`config.mk`:
```
export PLATFORM = sky130hd
export DESIGN_NAME = l1ind_regs
export DESIGN_NICKNAME = d
export VERILOG_FILES = /design/src/rtl/l1ind_pkg.sv /design/src/rtl/l1ind_queue.sv /design/src/rtl/l1ind_sch_track.sv /design/src/rtl/l1ind_regs.sv
export SDC_FILE = /design/constraint.sdc
export NUM_CORES = 1
export LEC_CHECK = 0
export ABC_CLOCK_PERIOD_IN_PS = 6100
export BUFFER_PORTS_ARGS = -buffer_cell sky130_fd_sc_hd__buf_2
export CAP_MARGIN = 0
export CORE_ASPECT_RATIO = 0.5
export CORE_MARGIN = 2
export CORE_UTILIZATION = 32
export CTS_CLUSTER_DIAMETER = 50
export DETAILED_ROUTE_END_ITERATION = 16
export PLACE_DENSITY = 0.55
export SLEW_MARGIN = 0
export SYNTH_ARGS = -nofsm -noshare
export SYNTH_HDL_FRONTEND = slang
export SYNTH_SLANG_ARGS = --single-unit
```
`constraint.sdc`:
```
create_clock -name clk -period 6.1 [get_ports clk]
set_clock_uncertainty 0.2 [all_clocks]
set_input_delay 1.22 -clock clk [delete_from_list [all_inputs] [get_ports clk]]
set_output_delay 1.22 -clock clk [all_outputs]
set_load 0.02 [all_outputs]
```
`src/rtl/l1ind_pkg.sv`:
```
package l1ind_pkg;
  localparam int ADDR_W = 2;

  typedef enum logic [ADDR_W-1:0] {
    REG_STAT = 2'd0,
    REG_SCH  = 2'd1,
    REG_CMD  = 2'd2,
    REG_NONE = 2'd3
  } reg_sel_e;

  localparam logic [7:0] RST_BYTE = 8'h0F;
endpackage

```
`src/rtl/l1ind_queue.sv`:
```
module l1ind_queue #(
  parameter int              W     = 4,
  parameter int              DEPTH = 2,
  parameter logic [W-1:0]    INIT  = '1,
  localparam int             CNT_W = $clog2(DEPTH + 1)
) (
  input  logic             clk,
  input  logic             rst_n,
  input  logic             clr,
  input  logic [W-1:0]     code_i,
  input  logic             pop_i,
  output logic [W-1:0]     head_o,
  output logic             nonempty_o,
  output logic [CNT_W-1:0] count_o
);
  localparam logic [CNT_W-1:0] FULL = CNT_W'(DEPTH);

  logic [W-1:0]     last_q;
  logic [W-1:0]     mem_q [DEPTH];
  logic [W-1:0]     mem_n [DEPTH];
  logic [CNT_W-1:0] cnt_q, cnt_n;
  logic             push, pop_eff;

  assign push    = (code_i != last_q);
  assign pop_eff = pop_i && (cnt_q != '0);

  always_comb begin
    mem_n = mem_q;
    cnt_n = cnt_q;
    if (pop_eff) begin
      for (int i = 0; i < DEPTH - 1; i++) mem_n[i] = mem_q[i+1];
      cnt_n = cnt_q - CNT_W'(1);
    end
    if (push) begin
      if (cnt_n == FULL) begin
        mem_n[DEPTH-1] = code_i;
      end else begin
        for (int i = 0; i < DEPTH; i++)
          if (CNT_W'(i) == cnt_n) mem_n[i] = code_i;
        cnt_n = cnt_n + CNT_W'(1);
      end
    end
  end

  always_ff @(posedge clk or negedge rst_n) begin
    if (!rst_n) begin
      last_q <= INIT;
      cnt_q  <= '0;
      for (int i = 0; i < DEPTH; i++) mem_q[i] <= INIT;
    end else if (clr) begin
      last_q <= INIT;
      cnt_q  <= '0;
      for (int i = 0; i < DEPTH; i++) mem_q[i] <= INIT;
    end else begin
      if (push) last_q <= code_i;
      cnt_q <= cnt_n;
      mem_q <= mem_n;
    end
  end

  assign nonempty_o = (cnt_q != '0);
  assign head_o     = nonempty_o ? mem_q[0] : last_q;
  assign count_o    = cnt_q;
endmodule

```
`src/rtl/l1ind_sch_track.sv`:
```
module l1ind_sch_track #(
  parameter int           W    = 4,
  parameter logic [W-1:0] INIT = '1
) (
  input  logic         clk,
  input  logic         rst_n,
  input  logic         clr,
  input  logic         slave_i,
  input  logic [W-1:0] sch_i,
  input  logic         ack_i,
  output logic [W-1:0] last_o,
  output logic         flag_o
);
  logic [W-1:0] last_q;
  logic         flag_q;
  logic         change;

  assign change = (sch_i != last_q);

  always_ff @(posedge clk or negedge rst_n) begin
    if (!rst_n) begin
      last_q <= INIT;
      flag_q <= 1'b0;
    end else if (clr) begin
      last_q <= INIT;
      flag_q <= 1'b0;
    end else begin
      last_q <= sch_i;
      if (slave_i)     flag_q <= 1'b0;
      else if (change) flag_q <= 1'b1;
      else if (ack_i)  flag_q <= 1'b0;
    end
  end

  assign last_o = last_q;
  assign flag_o = flag_q;
endmodule

```
`src/rtl/l1ind_regs.sv`:
```
module l1ind_regs
  import l1ind_pkg::*;
#(
  parameter int CODE_W = 4,
  parameter int DATA_W = 8,
  parameter int QDEPTH = 2,
  localparam int CNT_W = $clog2(QDEPTH + 1)
) (
  input  logic              clk,
  input  logic              rst_n,
  input  logic              soft_rst,
  input  logic              slave_mode,
  input  logic [CODE_W-1:0] ind_code_i,
  input  logic [CODE_W-1:0] sch_code_i,
  input  logic [ADDR_W-1:0] addr,
  input  logic              wr_en,
  input  logic              rd_en,
  input  logic [DATA_W-1:0] wdata,
  output logic [DATA_W-1:0] rdata,
  output logic [CODE_W-1:0] cmd_code_o
);
  localparam int               PAD_W   = DATA_W - 2 - CODE_W;
  localparam logic [CODE_W-1:0] CODE_INIT = '1;

  logic              rd_stat, rd_sch, wr_cmd;
  logic [CODE_W-1:0] ind_head;
  logic              ind_flag;
  logic [CNT_W-1:0]  q_cnt;
  logic [CODE_W-1:0] sch_last;
  logic              sch_flag;
  logic [DATA_W-1:0] cmd_q;

  assign rd_stat = rd_en && (addr == REG_STAT);
  assign rd_sch  = rd_en && (addr == REG_SCH);
  assign wr_cmd  = wr_en && (addr == REG_CMD);

  l1ind_queue #(.W(CODE_W), .DEPTH(QDEPTH), .INIT(CODE_INIT)) u_queue (
    .clk        (clk),
    .rst_n      (rst_n),
    .clr        (soft_rst),
    .code_i     (ind_code_i),
    .pop_i      (rd_stat),
    .head_o     (ind_head),
    .nonempty_o (ind_flag),
    .count_o    (q_cnt)
  );

  l1ind_sch_track #(.W(CODE_W), .INIT(CODE_INIT)) u_sch (
    .clk     (clk),
    .rst_n   (rst_n),
    .clr     (soft_rst),
    .slave_i (slave_mode),
    .sch_i   (sch_code_i),
    .ack_i   (rd_sch),
    .last_o  (sch_last),
    .flag_o  (sch_flag)
  );

  always_ff @(posedge clk or negedge rst_n) begin
    if (!rst_n)        cmd_q <= DATA_W'(RST_BYTE);
    else if (soft_rst) cmd_q <= DATA_W'(RST_BYTE);
    else if (wr_cmd)   cmd_q <= wdata;
  end

  assign cmd_code_o = cmd_q[CODE_W-1:0];

  always_comb begin
    case (addr)
      REG_STAT: rdata = {sch_flag, ind_flag, {PAD_W{1'b0}}, ind_head};
      REG_SCH:  rdata = {{(DATA_W-CODE_W){1'b0}}, sch_last};
      REG_CMD:  rdata = cmd_q;
      default:  rdata = '0;
    endcase
  end
endmodule

```
==> results.ini <==
[run_status]
outcome=finished clean

[route]
wl_per_cell_um=13.55
drt_iter0_markers=37
routed-wl-met3_um=126
ant_nets=0
dr.pass1.iters=4
drc_errors=0
vias_per_cell=4.545
wl_met1_mm=1.620
wl_met2_mm=1.560
top_layer=met4
vias=1118
wl_mm=3.334

[yosys]
ys_seq_elements=27
synth_compound_area_share_pct=11.02
synthCells=154
avgSynthCellArea_um2=10.03
synth_edf_count=0
netlist_top_cells_count=dfstp_2, nor2_1, mux2i_1
synth_area_leaders=dfstp_2, dfrtp_1, mux2i_1, nor2_1, a21oi_1
synth_async_sr_flop_share_pct=100.0
synth_xor_area_share_pct=5.105
synth.most_common_cell=dfstp_2
synthDistinctLibCells=30
synth.area.mux_share_pct=9.076
synth_top_flop_cell=dfstp_2
syn_area_um2=1544
synth_area_leader_cell=dfstp_2
synthesis.nets=182
seq_area_frac_synth_pct=45.38
synth_top_cell_area_share_pct=34.04
synth_top_family_by_area=simple AND/OR/NAND/NOR gates
synth_adder_area_share_pct=3.241
yosysWarnings=0
synthSimpleGateAreaFrac_pct=19.04

[clock_tree]
h-tree-depth=1
root_buffer=clkbuf_8
cts_resized=0
ctsLongestPathBuffers=2
hold_buffers=0
clock-sinks=27
cts_tree=yes
clk_pin_slew_ns=0.10
post_cts_buffers=0
clock_latency_ns=0.27
cts_buffers=3

[floorplan]
ioPinCount=36
die_y_um=53.12
num_rows=17
initial_core_util_pct=34.24
coreArea_um2=4509
dieArea_um2=5430
die_w_um=102.2

[power_and_ir_drop]
powerDensity_nw_per_um2=318.0
seqPwrFrac_pct=42.8
clock_power_share_pct=18.4
switching_power_w=0.0001960
vdd_drop_max_mv=0.09841
sw_frac_of_total_pct=34.86
combPwrFrac_pct=38.9
p_leak_nw=0.7693
power.internal_w=0.0003662

[timing]
relSlewSlack_pct=41.32
tightest_slew_ns=0.8783
fmax_mhz=247.7
fin_crit_ns=4.037
rsz0062_at_grt=no
fin_crit_sh_pct=66.18
setup_slack_ns=2.063
setup_tns_ns=0
finalMaxSlewViolations=0
hold_viol=0
finalSetupViolations=0

[place]
post_dp_cell_area_um2=1722
dp_slack_ns=2.047
port_buffers=35
dp_hpwl_mm=2.421
gp_congestion=0.7391

[layout]
syn2layout_area_growth_pct=14.51
fin_area_um2=1768
layout-drive-gt1-share_pct=36.67
fin_util_pct=39.21
final_nets=209
diodes=0

[setup_path]
cp_data_required_time_ns=4.68
cp-end-kind=primary output
cp_max_fo=15
crit_arrival_ns=2.62
crit_type=input pin to primary output
startpoint=addr[1]
startpoint_type=input pin
r2r-start=u_queue.count_o[0]

[global_route]
gr-total-overflow=0
grt_pass1_wl_mm=5.354
grt_pass1_vias=1105
antenna_found_initial=0
grt_use_total_pct=13.41
grt_max_degree=28

[min_path]
worstHoldStart=u_queue.mem_q[0]
worstHoldPathType=flip-flop to flip-flop

[flow_run]
cap_violations=0

worst max-delay path, stage by stage:
cell and delay [ns]:
buf_2 0.20, nor2b_1 0.74, nand2_1 0.15, o21ai_0 0.12, buf_2 0.19
registers in the layout, indices dropped and copies added (netlist names):
signal / cells
cmd_q: 8
u_queue.mem_q: 8
u_queue.last_q: 4
u_sch.last_o: 4
u_queue.count_o: 2
u_sch.flag_o: 1
cells in the final DEF (no fill, tap or decap), drive strengths merged, types with 2 or more instances in the layout:
master and n:
a211oi 7, nor2 19, buf 35, nor2b 5
a21oi 10, o21ai 4, nand3 5, mux2i 14
inv 7, clkbuf 3, and3 4, or2 4
xnor2 5, and2 2, ha 4, dfstp 20
nand2 9, clkinv 2, a211o 4, xor2 4
dfrtp 7
final timing paths:
check	to	slack, ns	cells past startpoint
worst max-delay path	rdata[1]	2.06	5
worst min-delay path	u_queue.mem_q[0]	0.32	2
worst max register to register	u_queue.mem_q[1]	3.05	8
worst min register to register	u_queue.mem_q[0]	0.32	2
max in group asynchronous	cmd_q[7]	4.54	1
min in group asynchronous	u_queue.count_o[1]	0.76	1
per-layer routing:
metal,vias to the layer above,GRT usage [%]
met2,24,22.26
met1,526,17.49
met5,-,0
met3,2,3.963
met4,0,2.889
li1,566,-
power groups by stage:
| stage | Clock, W | Sequential (W) | Combinational (W) |
|---|---|---|---|
| 4_1_cts | 0.000109 | 0.000241 | 0.000222 |
| 2_1_floorplan | 0 | 0.000239 | 0.000181 |
| 6_report | 0.000103 | 0.000240 | 0.000218 |
| 3_5_place_dp | 0 | 0.000243 | 0.000220 |
| 3_3_place_gp | 0 | 0.000242 | 0.000214 |
| 5_1_grt | 0.000117 | 0.000244 | 0.000244 |
metrics by stage:
step,power (W),hold slack (ns),std cells
floorplan,0.0004192,0.2899,154
global placement,0.0004565,0.3034,242
detailed placement,0.0004637,0.3054,242
CTS,0.0005711,0.3222,246
global route,0.0006046,0.3543,246
finish,0.0005622,0.3183,246
layout make-up:
type                            count  area [um^2]
Inverter                            8        30.03
Fill cell                         477         2741
Tap cell                           66        82.58
Multi-Input combinational cell    106        733.2
Sequential cell                    27        700.7
Timing Repair Buffer               35        175.2
Clock inverter                      1        5.005
Clock buffer                        3        41.29
cells by family after synthesis:
logic type                 after synthesis
adders and majority gates                4
DFF                                     27
and+or+nand+nor                         54
AOI/OAI and AO/OA                       25
xor gates and xnor gates                 9
buffers and inverters                   21
muxes                                   14
Power figures use the tool's default switching activity.
